[src/rtl/dcmd_pkg.sv]
package dcmd_pkg;

    localparam int LEN_W = 18;

    typedef enum logic [1:0] {
        ST_IDLE  = 2'd0,
        ST_TE    = 2'd1,
        ST_LOAD  = 2'd2,
        ST_SHIFT = 2'd3
    } eng_st_e;

    typedef struct packed {
        logic [LEN_W-1:0] len_m1;
        logic [1:0]       te_mode;
        logic [1:0]       unit;
        logic             done_en;
        logic             is_data;
    } desc_t;

    typedef struct packed {
        eng_st_e     st;
        desc_t       desc;
        logic [31:0] word;
        logic [1:0]  lane;
        logic [7:0]  sh;
        logic [2:0]  bitc;
        logic        phase;
        logic        done;
    } eng_regs_t;

    // Field positions are fixed by the producer's encoding.
    function automatic desc_t desc_decode(input logic [31:0] w);
        desc_t d;
        d.len_m1  = w[LEN_W-1:0];
        d.te_mode = w[25:24];
        d.unit    = w[28:27];
        d.done_en = w[29];
        d.is_data = w[30];
        return d;
    endfunction

    function automatic logic [1:0] lane_mask(input logic [1:0] unit);
        case (unit)
            2'd1:    return 2'b01;
            2'd2:    return 2'b11;
            default: return 2'b00;
        endcase
    endfunction

endpackage

[src/rtl/dcmd_fifo.sv]
module dcmd_fifo #(
    parameter int DEPTH = 8,
    parameter int W     = 32
) (
    input  logic                       clk,
    input  logic                       rst_n,
    input  logic                       flush,
    input  logic                       push,
    input  logic [W-1:0]               din,
    input  logic                       pop,
    output logic [W-1:0]               dout,
    output logic                       empty,
    output logic [$clog2(DEPTH):0]     level,
    output logic                       ovf
);
    localparam int AW = $clog2(DEPTH);
    localparam int LW = AW + 1;

    typedef struct packed {
        logic [DEPTH-1:0][W-1:0] mem;
        logic [AW-1:0]           wp;
        logic [AW-1:0]           rp;
        logic [LW-1:0]           cnt;
        logic                    ovf;
    } fifo_regs_t;

    fifo_regs_t q, d;
    logic full, do_push, do_pop;

    always_comb begin
        d       = q;
        full    = (q.cnt == LW'(DEPTH));
        do_push = push && !full;
        do_pop  = pop && (q.cnt != '0);
        if (flush) begin
            d.wp  = '0;
            d.rp  = '0;
            d.cnt = '0;
            d.ovf = 1'b0;
        end else begin
            if (push && full) d.ovf = 1'b1;
            if (do_push) begin
                d.mem[q.wp] = din;
                d.wp = (q.wp == AW'(DEPTH-1)) ? '0 : q.wp + 1'b1;
            end
            if (do_pop) d.rp = (q.rp == AW'(DEPTH-1)) ? '0 : q.rp + 1'b1;
            d.cnt = q.cnt + LW'(do_push) - LW'(do_pop);
        end
    end

    always_ff @(posedge clk or negedge rst_n) begin
        if (!rst_n) q <= '0;
        else        q <= d;
    end

    assign dout  = q.mem[q.rp];
    assign empty = (q.cnt == '0);
    assign level = q.cnt;
    assign ovf   = q.ovf;

    assert_level_bound_R9: assert property (@(posedge clk) disable iff (!rst_n)
        q.cnt <= LW'(DEPTH));
    assert_ovf_sticky_R9: assert property (@(posedge clk) disable iff (!rst_n)
        q.ovf && !flush |=> q.ovf);
    assert_flush_empties_R11: assert property (@(posedge clk) disable iff (!rst_n)
        flush |=> empty && !ovf);

endmodule

[src/rtl/dcmd_te_gate.sv]
module dcmd_te_gate #(
    parameter int DLY_W = 8,
    parameter int RAT_W = 3
) (
    input  logic             clk,
    input  logic             rst_n,
    input  logic             clear,
    input  logic             arm,
    input  logic [1:0]       mode,
    input  logic             te_in,
    input  logic [DLY_W-1:0] delay,
    input  logic [RAT_W-1:0] ratio0,
    input  logic [RAT_W-1:0] ratio1,
    output logic             go
);
    localparam int CNT_W = DLY_W + 2 * ((1 << RAT_W) - 1);

    typedef struct packed {
        logic             s1;
        logic             s2;
        logic             prev;
        logic             wait_edge;
        logic             counting;
        logic [1:0]       mode;
        logic [CNT_W-1:0] cnt;
        logic             go;
    } gate_regs_t;

    gate_regs_t q, d;
    logic rise, fall, hit;
    logic [CNT_W-1:0] target;

    always_comb begin
        d      = q;
        d.s1   = te_in;
        d.s2   = q.s1;
        d.prev = q.s2;
        d.go   = 1'b0;
        rise   = q.s2 && !q.prev;
        fall   = !q.s2 && q.prev;
        hit    = (q.mode == 2'd1 && rise) || (q.mode == 2'd2 && fall);
        target = CNT_W'(delay) << ({1'b0, ratio0} + {1'b0, ratio1});
        if (clear) begin
            d.wait_edge = 1'b0;
            d.counting  = 1'b0;
        end else if (arm) begin
            d.mode = mode;
            if (mode == 2'd1 || mode == 2'd2) d.wait_edge = 1'b1;
            else                              d.go = 1'b1;
        end else if (q.wait_edge && hit) begin
            d.wait_edge = 1'b0;
            if (target == '0) begin
                d.go = 1'b1;
            end else begin
                d.counting = 1'b1;
                d.cnt      = CNT_W'(1);
            end
        end else if (q.counting) begin
            if (q.cnt >= target) begin
                d.go       = 1'b1;
                d.counting = 1'b0;
            end else begin
                d.cnt = q.cnt + 1'b1;
            end
        end
    end

    always_ff @(posedge clk or negedge rst_n) begin
        if (!rst_n) q <= '0;
        else        q <= d;
    end

    assign go = q.go;

    assert_go_single_R7: assert property (@(posedge clk) disable iff (!rst_n)
        go |=> !go);
    assert_wait_exclusive_R6: assert property (@(posedge clk) disable iff (!rst_n)
        !(q.wait_edge && q.counting));

endmodule

[src/rtl/dcmd_tx.sv]
module dcmd_tx
    import dcmd_pkg::*;
#(
    parameter int FIFO_DEPTH = 8,
    parameter int DLY_W      = 8,
    parameter int RAT_W      = 3,
    localparam int LVL_W     = $clog2(FIFO_DEPTH) + 1
) (
    input  logic             clk,
    input  logic             rst_n,
    input  logic             enable,
    input  logic             lsb_first,
    input  logic             swap_en,
    input  logic [LVL_W-1:0] thresh,
    input  logic [DLY_W-1:0] te_delay,
    input  logic [RAT_W-1:0] ratio0,
    input  logic [RAT_W-1:0] ratio1,
    input  logic             te_in,
    input  logic             wr_valid,
    input  logic [31:0]      wr_data,
    output logic             sclk,
    output logic             sdo,
    output logic             cs_n,
    output logic             dc,
    output logic             done,
    output logic             fifo_low,
    output logic             fifo_ovf
);
    eng_regs_t q, d;

    logic [31:0]      head;
    logic             empty, pop, arm, go;
    logic [LVL_W-1:0] level;
    desc_t            hd;
    logic [1:0]       sel;

    dcmd_fifo #(.DEPTH(FIFO_DEPTH), .W(32)) u_fifo (
        .clk   (clk),
        .rst_n (rst_n),
        .flush (!enable),
        .push  (wr_valid && enable),
        .din   (wr_data),
        .pop   (pop),
        .dout  (head),
        .empty (empty),
        .level (level),
        .ovf   (fifo_ovf)
    );

    dcmd_te_gate #(.DLY_W(DLY_W), .RAT_W(RAT_W)) u_gate (
        .clk    (clk),
        .rst_n  (rst_n),
        .clear  (!enable),
        .arm    (arm),
        .mode   (hd.te_mode),
        .te_in  (te_in),
        .delay  (te_delay),
        .ratio0 (ratio0),
        .ratio1 (ratio1),
        .go     (go)
    );

    function automatic logic [7:0] lane_byte(input logic [31:0] w, input logic [1:0] l);
        return w[{l, 3'b000} +: 8];
    endfunction

    always_comb begin
        d      = q;
        d.done = 1'b0;
        pop    = 1'b0;
        arm    = 1'b0;
        hd     = desc_decode(head);
        sel    = q.lane ^ (swap_en ? lane_mask(q.desc.unit) : 2'b00);
        case (q.st)
            ST_IDLE: begin
                if (enable && !empty) begin
                    pop    = 1'b1;
                    arm    = 1'b1;
                    d.desc = hd;
                    d.lane = 2'd0;
                    d.st   = ST_TE;
                end
            end
            ST_TE: begin
                if (go) d.st = ST_LOAD;
            end
            ST_LOAD: begin
                if (q.lane != 2'd0) begin
                    d.sh = lane_byte(q.word, sel);
                    d.st = ST_SHIFT;
                end else if (!empty) begin
                    pop    = 1'b1;
                    d.word = head;
                    d.sh   = lane_byte(head, sel);
                    d.st   = ST_SHIFT;
                end
                d.bitc  = 3'd0;
                d.phase = 1'b0;
            end
            default: begin
                if (!q.phase) begin
                    d.phase = 1'b1;
                end else begin
                    d.phase = 1'b0;
                    if (q.bitc != 3'd7) begin
                        d.bitc = q.bitc + 1'b1;
                    end else if (q.desc.len_m1 == '0) begin
                        d.st   = ST_IDLE;
                        d.done = q.desc.done_en;
                    end else begin
                        d.desc.len_m1 = q.desc.len_m1 - 1'b1;
                        d.lane        = q.lane + 1'b1;
                        d.st          = ST_LOAD;
                    end
                end
            end
        endcase
        if (!enable) begin
            d.st   = ST_IDLE;
            d.done = 1'b0;
        end
    end

    always_ff @(posedge clk or negedge rst_n) begin
        if (!rst_n) q <= '0;
        else        q <= d;
    end

    assign sclk     = (q.st == ST_SHIFT) && q.phase;
    assign sdo      = (q.st == ST_SHIFT) && q.sh[lsb_first ? q.bitc : 3'(3'd7 - q.bitc)];
    assign cs_n     = (q.st == ST_IDLE);
    assign dc       = q.desc.is_data;
    assign done     = q.done;
    assign fifo_low = (level <= thresh);

    assert_sclk_idle_R3: assert property (@(posedge clk) disable iff (!rst_n)
        cs_n |-> !sclk);
    assert_dc_stable_R2: assert property (@(posedge clk) disable iff (!rst_n)
        !cs_n && !$past(cs_n) |-> $stable(dc));
    assert_done_release_R8: assert property (@(posedge clk) disable iff (!rst_n)
        done |-> cs_n);
    assert_disable_idle_R11: assert property (@(posedge clk) disable iff (!rst_n)
        !enable |=> cs_n && !done);

endmodule

[config.mk]
export PLATFORM = sky130hd
export DESIGN_NAME = dcmd_tx
export DESIGN_NICKNAME = d
export VERILOG_FILES = /design/src/rtl/dcmd_pkg.sv /design/src/rtl/dcmd_fifo.sv /design/src/rtl/dcmd_te_gate.sv /design/src/rtl/dcmd_tx.sv
export SDC_FILE = /design/constraint.sdc
export NUM_CORES = 1
export LEC_CHECK = 0
export ABC_AREA = 1
export BUFFER_PORTS_ARGS = -buffer_cell sky130_fd_sc_hd__buf_2
export CORE_AREA = 2 2 169 295
export DETAILED_ROUTE_END_ITERATION = 10
export DIE_AREA = 0 0 171 297
export SETUP_SLACK_MARGIN = 0.4
export SYNTH_ARGS = -nofsm -noshare
export SYNTH_HDL_FRONTEND = slang
export SYNTH_SLANG_ARGS = --single-unit
[constraint.sdc]
create_clock -name clk -period 2.7 [get_ports clk]
set_input_delay 0.54 -clock clk [delete_from_list [all_inputs] [get_ports clk]]
set_output_delay 0.54 -clock clk [all_outputs]
set_load 0.01 [all_outputs]
* Yosys cells after proc, flatten, opt, wreduce, memory -nomap -nowiden
Index checks and enable logic that the tools add are counted.
** Word-level totals
- Bits in registers :: 370
- Input port bits :: 57
- Logic and storage cells :: 197
- Output and inout port bits :: 7
** Cells by class
- Multiplexer cells :: 66
- Reduce and logical (&&, ||, !) cells :: 43
- Magnitude comparators :: 6
- Bitwise gates (word level) :: 6
- Add/subtract/negate cells :: 10
- Equality and inequality tests :: 31
- Shift operators :: 3
** Operator list (count)
- bitwise mux 256 bit :: 1
- binary-select mux 32 bit (select 3 bit) :: 1
- demux 32 bit (select 3 bit) :: 1
- two-way mux 32 bit :: 2
- variable part select 32 x 6 -> 8 bit :: 2
- two-way mux 23 bit :: 2
- two-way mux 22 bit :: 2
- two-way mux 20 bit :: 2
- case mux 18 bit (2 select lines) :: 1
- two-way mux 26 bit :: 1
- two-way mux 1 bit :: 25
- adder 22 x 1 -> 22 bit (second input constant) :: 1
- greater-or-equal comparator 22 bit :: 1
- zero test 22 bit :: 1
- two-way mux 2 bit :: 11
- << shifter 8 x 4 -> 22 bit :: 1
- two-way mux 3 bit :: 7
- zero test 18 bit :: 1
- two-way mux 18 bit :: 1
- subtractor 18 x 1 -> 18 bit (second input constant) :: 1
- two-way mux 8 bit :: 2
- AND reduction 5 bit :: 3
- logical AND 1 bit :: 13
- less-than comparator 3 x 4 -> 1 bit (second input constant) :: 3
- other kinds (38) :: 79

* Depth between registers and ports, before layout
Gate-level depths: netlist (run 1).
- Word-level depth :: 8
- Depth in mapped cells :: 23
- Gate-level depth less buffers :: 21

* By module
From an unflattened synthesis (run 1), not the netlist that was laid out.
** Unflattened totals
- Cells, all modules :: 2924
- Area, all modules :: 21008.9 sq um
** By module, submodules not included
- dcmd_fifo :: area each 13605.5 sq um, seq. area each 6681.4 sq um, cells an instance 1850, instances 1
- dcmd_tx :: area each 4464.3 sq um, seq. area each 1776.7 sq um, cells an instance 620, instances 1
- dcmd_te_gate :: area each 2939.1 sq um, seq. area each 750.7 sq um, cells an instance 454, instances 1

* Least setup slack after synthesis (run 1)
Ideal clock, no wire load.
- Path type :: input-to-reg
- Start :: in ratio0[0]
- End :: reg u_gate.q[10] (netlist name)
- Library setup time :: 0.117 ns
- Data arrival time :: 3.195 ns
- Stages :: 20
- Required time :: 2.583 ns
- Buffers on the path :: 2
- Path slack :: -0.612 ns
- Path through :: ha_1 > inv_1 > fa_1 > buf_2 > clkinv_2 > nand3_1 > nand2_1 > nand2_1 > nand3_1 > nand2_1 > inv_1 > ha_1 > nand2_1 > nor4_1 > nand3_1 > nand4_1 > nand2_1 > clkbuf_1 > nand4_1 > nand2_1
** On the way
- Longest elaborated chain between the ends :: 5
- Elaborated cells on any way between the ends :: 7
- Those cells by class :: 1 x add/sub; 1 x order compare; 2 x eq/ne; 1 x shift; 2 x reduce/logical
** Ends and longest elaborated chain
- from (decl) :: line dcmd_tx.sv:16 : input logic [RAT_W-1:0] ratio0,
- adder 3 x 3 -> 4 bit (*) :: line dcmd_te_gate.sv:42 : target = CNT_W'(delay) << ({1'b0, ratio0} + {1'b0, ratio1});
- << shifter 8 x 4 -> 22 bit (*) :: line dcmd_te_gate.sv:42
- greater-or-equal comparator 22 bit / zero test 22 bit (equally long branches) :: line dcmd_te_gate.sv:59, dcmd_te_gate.sv:52
- inequality test 2 x 1 -> 1 bit (no source line) / inequality test 2 bit (equally long branches)
- AND reduction 5 bit (no source line) (*)
- to (signal assigned) :: line dcmd_te_gate.sv:69 : if (!rst_n) q <= '0;
- to (signal assigned) :: line dcmd_te_gate.sv:70 : else q <= d;
- to (decl) :: line dcmd_te_gate.sv:29 : gate_regs_t q, d;
Every way passes the cells marked *; elsewhere a longest branch is shown, timed or not.
A chain may end at the register's enable or synchronous reset.

* Final worst setup path (run 1)
- Start :: in ratio0[0]
- End :: reg u_gate.q[2] (netlist name)
The elaborated chain is that of the path after synthesis.

==> results of run 1 <==
[sequential cells by signal, indices dropped and copies added, names as in the netlist, 2 cells and up]
signal / cells
u_gate.d: 2
u_gate.q: 27
q: 69
u_fifo.q: 262
u_fifo.level: 4
[worst paths after layout]
check / start / endpoint / slack, ns / cells after the start
max in group asynchronous: rst_n / u_fifo.q[105] / 1.35 / 3
setup reg to reg: u_fifo.level[2] / u_fifo.level[2] / 0.45 / 15
min in group asynchronous: rst_n / u_fifo.level[2] / 0.52 / 2
hold reg to reg: u_gate.d[27] / u_gate.q[27] / 0.39 / 0
setup / recovery: ratio0[0] / u_gate.q[2] / -0.34 / 21
hold / removal: te_in / u_gate.d[28] / 0.12 / 1
[timing repair]
action / CTS / global route
gates cloned: 1 / 5
endpoints found under the setup margin: 50 / 60
pin swaps: 14 / 36
endpoints found under the hold margin: 37 / 0
buffers inserted: 13 / 9
hold buffers: 1 / 0
gates resized for setup: 59 / 124
[cell usage after synthesis, types with 2 or more instances]
library cell,count
ha_1,50
o21ai_0,495
nor2_1,278
o221ai_1,9
buf_2,21
buf_1,2
fa_1,2
nor2_4,2
nor3_1,19
nand4_1,45
o21bai_1,2
nand2_1,625
inv_1,138
xor2_1,18
nand2_2,14
buf_6,5
nand3_1,74
a31oi_1,16
nand4_2,4
o21a_1,8
dfrtp_1,368
o22ai_1,19
a22o_1,3
nor2_2,4
nor3b_1,3
inv_2,5
xnor2_1,6
o211ai_1,22
a21oi_1,55
nor4_1,4
clkbuf_1,109
o31ai_1,2
clkinv_1,2
or2_2,3
o21ai_1,15
[metrics by stage]
stage,util,total power [W]
after floorplan,-,0.0138
after global placement,0.426,0.0169
after CTS,0.459,0.0233
after global routing,0.473,0.0254
final,0.473,0.0236
after detailed placement,0.426,0.0171
[cell type report]
class,count,area [um^2]
Clock inverter,18,204
Timing Repair Buffer,181,1550
Sequential cell,368,9220
Fill cell,4870,25600
Tap cell,654,818
Timing Repair inverter,1,6.26
Inverter,147,569
Multi-Input combinational cell,1806,9480
Clock buffer,49,1060
[cell families (layout without fill, tap and decap cells)]
family | after synthesis | count (layout)
simple gates | 1079 | 1080
compound gates | 650 | 650
xor+xnor | 24 | 24
flops | 368 | 368
fa+ha+maj | 52 | 52
buf+inv | 286 | 396
[where the power goes]
part           total [W]  switching, W  internal [W]
clock network    0.00543       0.00226       0.00317
registers        0.00783      0.000879       0.00695
logic             0.0104       0.00656       0.00382
total             0.0236       0.00970        0.0139
[worst max-delay path, cell delays in order]
cell and delay [ns]:
buf_6 0.07, ha_4 0.13, inv_2 0.04, fa_2 0.63, clkinv_4 0.13, nand3_2 0.08, nand2_2 0.08, nand2_1 0.11
nand3_1 0.08, nand2_1 0.08, inv_1 0.05, ha_1 0.29, nand2_2 0.09, nor4_2 0.29, nand3_1 0.11, nand4_1 0.18
nand2_4 0.12, nand3_4 0.13, buf_12 0.15, nand2_2 0.05, nand2_1 0.08
[metal layers]
metal  track usage  vias to the layer above  routed length (um)
met1         0.263                     8301               22500
met4        0.0989                        0                2410
met3        0.0229                      130                1980
met2         0.414                      407               31000
li1              -                     8329                   -
met5             0                        -                   0
==> flow_summary.toml, run 1 <==
[clock_network]
clkSinkCount = 368
cts.path.max_buffers = 3
clock_latency_ns = 0.55
clockRootBuffer = "clkbuf_16"
htreeDepth = 2
path_clk_slew_ns = 0.06
cts_tree = "yes"
cts_buffers = 37

[synth]
yosysWarnings = 0
synth_compound_gate_area_share = 0.180
postSynthCellCount = 2459
synth_top_family_by_area = "simple AND/OR/NAND/NOR gates"
synthesis.nets = 2568
muxShareOfSynthArea = 0
synth-simple-area-share = 0.232
synthesis.area_mm2 = 0.0191
synth_top_area_frac = 0.482
synth_area_per_cell_um2 = 7.77
yosysSeqAreaShare = 0.482
ys.flop_type = "dfrtp_1"
async_reset_ff_frac = 1.00
netlist-cell-type-count = 47
synth_edf_count = 0
yosys.area_share.xor_xnor = 0.0110
synth_area_leader_cell = "dfrtp_1"
yosys-top-cells-area = "dfrtp_1 48%, o21ai_0 13%, nand2_1 12%"
synth_seq_cells = 368
synth_adder_area_share = 0.0348

[global_routing]
grt_overflow_total = 0
antenna_found_initial = 0
grt_start_max_net_pins = 86
grt_pass1_wl_mm = 91.8
grt_use_total = 0.226
grt_pass1_vias = 17100

[sta]
fin_crit_sh = 1.13
whs_ns = 0.122
grt_setup_unrepaired = "true"
worstMarginPinSlew_ns = 0.772
skew_ns = 0.0231
final.min_clock_period_ns = 3.04
tns_ns = -7.61
slew_viol_final = 0
relSlewSlack = 0.486
fin_ws_ns = -0.340
hold_viol_final = 0
setup_viol = 24
fmax_ghz = 0.329

[run_status]
status = "finished with violations"
violations = "setup timing"

[placement]
routabilityCongestion = 0.859
post_dp_cell_area_mm2 = 0.0206
io_buffers = 63
dp_slack_ns = -0.882
dp.final_hpwl_mm = 37.5
dp.cells = 3128

[die]
die-area_mm2 = 0.0508
rows = 107
core_area_mm2 = 0.0485
fp.dieW_um = 171
start_util = 0.394
pin_count = 64
die_h_um = 297

[cells_and_area]
antenna_cells = 0
final_common_cell = "nand2_1"
final_cell_area_mm2 = 0.0229
syn_to_final_growth_pct = 19.9
drive_above_1_share = 0.163
final_cells = 3224
final_cell_mix = "577 x nand2_1, 488 x o21ai_0, 364 x dfrtp_1, 265 x nor2_1, 120 x inv_1"
final_nets = 2651

[route]
drtIter0Drc = 1256
drt_first_pass_iters = 6
wl_per_cell_um = 17.9
drc_errors = 0
vias_per_cell = 5.32
drt-total-wl_mm = 57.8
ant_nets = 0
vias = 17200

[power]
leakage_nw = 10.8
peakVddDrop_uv = 608
power_density_mw_per_mm2 = 1030

[worst_hold_path]
hp-class = "primary input to flop"

[critical_path]
cp.arrival_ns = 3.51
startpoint_type = "primary input"
cp_max_fo = 6
endpoint_kind = "flop"
path_class = "primary input to flop"
crit_required_ns = 3.17

[run]
maxCapViolCount = 0
(Power assumes the default switching activity.)
==> run 2, diff against run 1 <==
--- a/config.mk
+++ b/config.mk
@@ -7,9 +7,10 @@
 export LEC_CHECK = 0
 export ABC_AREA = 1
 export BUFFER_PORTS_ARGS = -buffer_cell sky130_fd_sc_hd__buf_2
-export CORE_AREA = 2 2 169 295
+export CORE_AREA = 2 2 159 278
 export DETAILED_ROUTE_END_ITERATION = 10
-export DIE_AREA = 0 0 171 297
+export DIE_AREA = 0 0 161 280
+export MAX_ROUTING_LAYER = met4
 export SETUP_SLACK_MARGIN = 0.4
 export SYNTH_ARGS = -nofsm -noshare
 export SYNTH_HDL_FRONTEND = slang
==> run 2 against run 1 <==
  * The run still ends with setup timing left
  * Clock-buffer cell count grew 5
  * Cell count shrank 2.2%
  * Non-clock buffer count grew 18
  * Routed wire length grew 7.4%
  * Via count grew 1.8%
  * Design area shrank 0.49%
  * Sequential power is essentially flat
  * Combinational power grew 5%
  * Die area shrank 11%
  * Register-to-register slack lost 0.34 ns
  * Worst setup slack gained 0.025 ns
==> flow_summary.toml, run 2 (same netlist as run 1, synthesis figures left out) <==
[run_status]
status = "finished with violations"
violations = "setup timing"

[power]
peakVddDrop_uv = 491
switching_share = 0.412
power_density_mw_per_mm2 = 1060
comb_power_share = 0.450
p_seq_frac = 0.324
intPower_w = 0.0142
leakage_nw = 10.9
switchingPower_w = 0.00994
clkPwrFrac = 0.226

[worst_hold_path]
hp-class = "primary input to flop"

[die]
pin_count = 64
core_area_mm2 = 0.0430
start_util = 0.445
die_h_um = 280
rows = 101
die-area_mm2 = 0.0451
fp.dieW_um = 161

[placement]
io_buffers = 63
dp.final_hpwl_mm = 40.9
dp_slack_ns = -0.893
routabilityCongestion = 0.982

[route]
drc_errors = 0
wl_per_cell_um = 19.7
ant_nets = 0
drt_first_pass_iters = 6
vias_per_cell = 5.54
drt-total-wl_mm = 62.1
vias = 17500
drtIter0Drc = 1356

[sta]
setup_viol = 24
grt_setup_unrepaired = "true"
worstMarginPinSlew_ns = 0.815
whs_ns = 0.110
skew_ns = 0.0302
fmax_ghz = 0.332
final.min_clock_period_ns = 3.02
fin_ws_ns = -0.316
slew_viol_final = 0
hold_viol_final = 0
relSlewSlack = 0.452
fin_crit_sh = 1.12

[cells_and_area]
largest_reg_flops = 262
top_register = "u_fifo.q"
syn_to_final_growth_pct = 19.3
fill_cells = 4112
final_common_cell = "nand2_1"
final_nets = 2670
final_util = 0.531
seqCellArea_mm2 = 0.00922
multi_input_area_mm2 = 0.00925
drive_above_1_share = 0.153
largestRegisters = "u_fifo.q: 262 flops, q: 69 flops, u_gate.q: 27 flops"
final_cell_mix = "594 x nand2_1, 484 x o21ai_0, 364 x dfrtp_1, 268 x nor2_1, 125 x inv_1"

[critical_path]
critPathSlowestCell = "fa_2"
path_cells = "buf_8 > ha_4 > inv_2 > fa_2 > clkinv_4 > nand3_4 > nand4_1 > ha_1 > nand2_1 > inv_1 > a31oi_1 > o21ai_1 > nor2_1 > nand4_1 > nand2_2 > nand3_4 > clkbuf_16 > nand2_2 > nand2_1"
max_stage_delay_ns = 0.64
cp.arrival_ns = 3.43
endpoint_kind = "flop"
startpoint_type = "primary input"
cpLargestDelayFamily = "adder cells"
crit_buf_inv = 5
crit_required_ns = 3.11
cp_max_fo = 6
path_class = "primary input to flop"

[clock_network]
clock_latency_ns = 0.56
path_clk_slew_ns = 0.06
cts_tree = "yes"
cts.path.max_buffers = 3
clockRootBuffer = "clkbuf_16"
htreeDepth = 2
cts_buffers = 38
clkSinkCount = 368

[global_routing]
grt_start_max_net_pins = 65
grt_overflow_total = 0
grt_use_total = 0.282
grt_pass1_vias = 17400
antenna_found_initial = 5
grt_pass1_wl_mm = 97.3

[run]
maxCapViolCount = 0
-- run 2: power by group through the flow --
stage               clock network (W)  registers [W]  logic (W)
floorplan                           0        0.00760    0.00624
global placement                    0        0.00779    0.00956
detailed placement                  0        0.00784    0.00971
CTS                           0.00554        0.00776     0.0101
global route                  0.00573        0.00796     0.0121
finish                        0.00545        0.00781     0.0109
-- run 2: metal layers --
metal,share of wire,GRT usage,routed length (um)
met4,0.059,0.153,3680
met1,0.38,0.313,23500
met5,0,-,0
met2,0.52,0.497,32600
met3,0.038,0.0297,2360
-- run 2: what timing repair did --
item                       CTS  global route
gates resized for setup     51           101
setup endpoints to repair   53           217
setup buffers                9            12
pin swaps                   19            22
hold endpoints to repair    25             0
hold buffers                 1             0
gates cloned                 1             7
-- run 2: layout make-up --
cell class                      instances  area share
Multi-Input combinational cell       1806       0.406
Sequential cell                       368       0.404
Timing Repair Buffer                  199      0.0782
Clock buffer                           54      0.0475
Tap cell                              566      0.0311
Inverter                              147      0.0250
Clock inverter                         11     0.00796
Timing Repair inverter                  1    0.000274
Antenna cell                            1    0.000110
-- run 2: final timing paths --
check | startpoint | cells after the start | end | slack, ns
max reg2reg | u_gate.q[2] | 9 | u_gate.q[11] | 0.11
min | te_in | 1 | u_gate.d[28] | 0.11
min in group asynchronous | rst_n | 2 | u_fifo.q[239] | 0.55
max | ratio0[0] | 19 | u_gate.q[15] | -0.32
min reg2reg | u_gate.d[28] | 0 | u_gate.d[27] | 0.36
max in group asynchronous | rst_n | 3 | u_fifo.q[5] | 1.21
-- run 2: stage by stage --
| step | std cells | cell area (um^2) | total power (W) | TNS (ns) |
|---|---|---|---|---|
| 6_report | 3153 | 22800 | 0.0241 | -6.83 |
| 5_1_grt | 3153 | 22800 | 0.0258 | -10.46 |
| 4_1_cts | 3133 | 22200 | 0.0234 | -4.92 |
| 3_5_place_dp | 3057 | 20700 | 0.0176 | -21.07 |
| 3_3_place_gp | 3057 | 20700 | 0.0174 | -19.59 |
| 2_1_floorplan | 2459 | 19200 | 0.0138 | -8.93 |
==> run 3, diff against run 2 <==
--- a/config.mk
+++ b/config.mk
@@ -5,11 +5,10 @@
 export SDC_FILE = /design/constraint.sdc
 export NUM_CORES = 1
 export LEC_CHECK = 0
-export ABC_AREA = 1
 export BUFFER_PORTS_ARGS = -buffer_cell sky130_fd_sc_hd__buf_2
-export CORE_AREA = 2 2 159 278
+export CORE_AREA = 2 2 159 277
 export DETAILED_ROUTE_END_ITERATION = 10
-export DIE_AREA = 0 0 161 280
+export DIE_AREA = 0 0 161 279
 export MAX_ROUTING_LAYER = met4
 export SETUP_SLACK_MARGIN = 0.4
 export SYNTH_ARGS = -nofsm -noshare
==> run 3 against run 2 <==
  * Clock skew is 0.020 ns lower
  * Global-route usage decreased by 4.6 points
  * Critical path depth shrank 3
  * Worst setup slack worse by 0.70 ns
  * Hold slack better by 0.018 ns
  * First-iteration DRC count shrank 42%
  * Power down 0.41%
  * Sequential share of layout area decreased by 2.7 points
  * Via count shrank 22%
  * Critical path type unchanged
  * Largest power group unchanged
  * The flow still finishes with violations (setup timing)
  * Synthesized cell count down 38%
  * Design area up 7.2%
  * Largest cell class unchanged
==> flow_summary.toml, run 3 <==
[synth]
yosys-top-cells-count = "368 x dfrtp_1, 263 x mux2_2, 138 x nand2_1"
yosys-top-cells-area = "dfrtp_1 49%, mux2_2 16%, mux4_2 8.6%"
netlist-cell-type-count = 72
ys.flop_type = "dfrtp_1"
synth_seq_cells = 368
synth_top_area_frac = 0.486
synthMostInstantiatedCell = "dfrtp_1"
synthesis.area_mm2 = 0.0189
synth_area_per_cell_um2 = 12.5
yosysSeqAreaShare = 0.486
yosysWarnings = 0
synth_area_leader_cell = "dfrtp_1"
synth_edf_count = 0
async_reset_ff_frac = 1.00
synthesis.nets = 1625
postSynthCellCount = 1516

[cells_and_area]
final_cells = 2356
largestRegisters = "u_fifo.q: 262 flops, q: 69 flops, u_gate.q: 27 flops"
fill_cells = 3461
final_nets = 1879
final_util = 0.575
syn_to_final_growth_pct = 29.1
drive_above_1_share = 0.488
final_common_cell = "dfrtp_1"
final_cell_area_mm2 = 0.0244
largest_reg_flops = 262
top_register = "u_fifo.q"
final_cell_mix = "361 x dfrtp_1, 257 x mux2_2, 160 x buf_4, 128 x nand2_1, 72 x mux4_2"

[global_routing]
grt_start_max_net_pins = 105
antenna_found_initial = 3
grt_pass1_vias = 14600
grt_pass1_wl_mm = 80.6
grt_use_total = 0.236
grt_overflow_total = 0

[route]
drc_errors = 0
drt_first_pass_iters = 5
vias = 13600
drtIter0Drc = 780
ant_nets = 0
vias_per_cell = 5.77
wl_per_cell_um = 22.2
drt-total-wl_mm = 52.2

[clock_network]
cts_buffers = 36
htreeDepth = 2
cts.path.max_buffers = 3
cts_tree = "yes"
clkSinkCount = 368
clockRootBuffer = "clkbuf_16"
clock_latency_ns = 0.53
path_clk_slew_ns = 0.07

[power]
power_density_mw_per_mm2 = 982
peakVddDrop_uv = 586
leakage_nw = 11.0

[die]
start_util = 0.445
core_area_mm2 = 0.0425
pin_count = 64
die_h_um = 279
rows = 100
die-area_mm2 = 0.0449
fp.dieW_um = 161

[critical_path]
cp.arrival_ns = 4.14
cpLargestDelayFamily = "adder cells"
path_cells = "buf_6 > ha_4 > inv_2 > fa_2 > mux4_2 > mux2_4 > nand2_2 > ha_4 > a211oi_2 > nand3_1 > a211oi_2 > and2_4 > a21oi_4 > or3_4 > buf_8 > a21o_1"
path_class = "primary input to flop"
crit_buf_inv = 3
crit_required_ns = 3.12
max_stage_delay_ns = 0.70
endpoint_kind = "flop"
cp_max_fo = 8
critPathSlowestCell = "fa_2"
startpoint_type = "primary input"

[placement]
routabilityCongestion = 0.927
dp.final_hpwl_mm = 33.5
dp.cells = 2196
io_buffers = 63
post_dp_cell_area_mm2 = 0.0210

[sta]
fin_crit_sh = 1.38
skew_ns = 0.0105
tns_ns = -22.74
grt_setup_unrepaired = "true"
relSlewSlack = 0.573
fmax_ghz = 0.269
final.min_clock_period_ns = 3.72
hold_viol_final = 0
setup_viol = 24
slew_viol_final = 0
worstMarginPinSlew_ns = 0.640
fin_ws_ns = -1.02

[worst_hold_path]
hp-class = "primary input to flop"

[run_status]
status = "finished with violations"
violations = "setup timing"

[run]
maxCapViolCount = 0
## run 3: cell types whose count changed after synthesis, sizes merged, moves of 52 or more
cell / change
clkbuf: -52
mux2i: +72
mux2: +265
nand2: -502
mux4: +72
nor2: -251
o21ai: -434
inv: -117
## run 3: worst paths after layout
kind                               from             to  slack, ns  cells past startpoint
max                           ratio0[0]    u_gate.q[9]      -1.02                     16
min reg2reg                u_gate.d[28]   u_gate.d[27]       0.35                      0
min                               te_in   u_gate.d[28]       0.13                      1
min in group asynchronous         rst_n   u_fifo.q[58]       0.49                      2
max reg2reg                        q[3]          q[70]       0.08                     16
max in group asynchronous         rst_n  u_fifo.q[129]       1.35                      3
## run 3: worst reg2reg max path, cell delays in order, from the launching register on
cell	delay (ns)
dfrtp_2	0.43
buf_6	0.12
buf_6	0.08
buf_6	0.08
buf_6	0.08
buf_6	0.08
buf_6	0.09
ha_4	0.12
ha_4	0.14
nand2_4	0.06
nor2_4	0.10
o31ai_4	0.08
a21o_4	0.25
buf_12	0.14
or4_4	0.48
a21oi_2	0.14
a211o_1	0.10
## run 3: per-stage QoR
step	power, W	hold WS [ns]	setup slack (ns)
after floorplan	0.0136	0.244	-1.27
after global placement	0.0163	0.336	-1.73
after detailed placement	0.0166	0.340	-1.76
after CTS	0.0232	0.117	-0.945
after global routing	0.0254	0.116	-1.12
final	0.0240	0.129	-1.02
## run 3: layout make-up
class / count / area, um^2 / area share
Multi-Input combinational cell: 1036 / 10400 / 0.427
Sequential cell: 368 / 9220 / 0.377
Timing Repair Buffer: 301 / 2820 / 0.115
Clock buffer: 56 / 1100 / 0.0449
Tap cell: 561 / 702 / 0.0287
Inverter: 27 / 101 / 0.00415
Clock inverter: 5 / 61.3 / 0.00251
Antenna cell: 2 / 5.00 / 0.000205
## run 3: cells by family after synthesis
family                   synth area share
multiplexers                        0.282
flip-flops                          0.486
AND/OR/NAND/NOR                    0.0905
AO/OA/AOI/OAI                      0.0776
buffers and inverters              0.0245
adder cells (fa/ha/maj)            0.0352
XOR/XNOR                          0.00364
## run 3: layer usage
| layer | share of wire | global-route usage | vias up |
|---|---|---|---|
| met5 | 0 | - | - |
| met1 | 0.36 | 0.246 | 6974 |
| met3 | 0.029 | 0.0282 | 153 |
| li1 | - | - | 6164 |
| met4 | 0.063 | 0.135 | 0 |
| met2 | 0.55 | 0.429 | 299 |
## run 3: timing repair
| item | CTS | global route |
|---|---|---|
| pin swaps | 46 | 54 |
| buffers inserted | 48 | 34 |
| setup endpoints to repair | 61 | 120 |
| hold buffers | 1 | 0 |
| cloned | 10 | 4 |
| gates resized for setup | 142 | 147 |
| endpoints found under the hold margin | 31 | 0 |
## run 3: power breakdown
part | leakage [nW] | total, W | switching (W) | internal (W)
Clock | 0.570 | 0.00503 | 0.00214 | 0.00289
Sequential | 4.76 | 0.00838 | 0.00119 | 0.00719
Combinational | 5.66 | 0.0106 | 0.00495 | 0.00566
Total | 11.0 | 0.0240 | 0.00827 | 0.0157
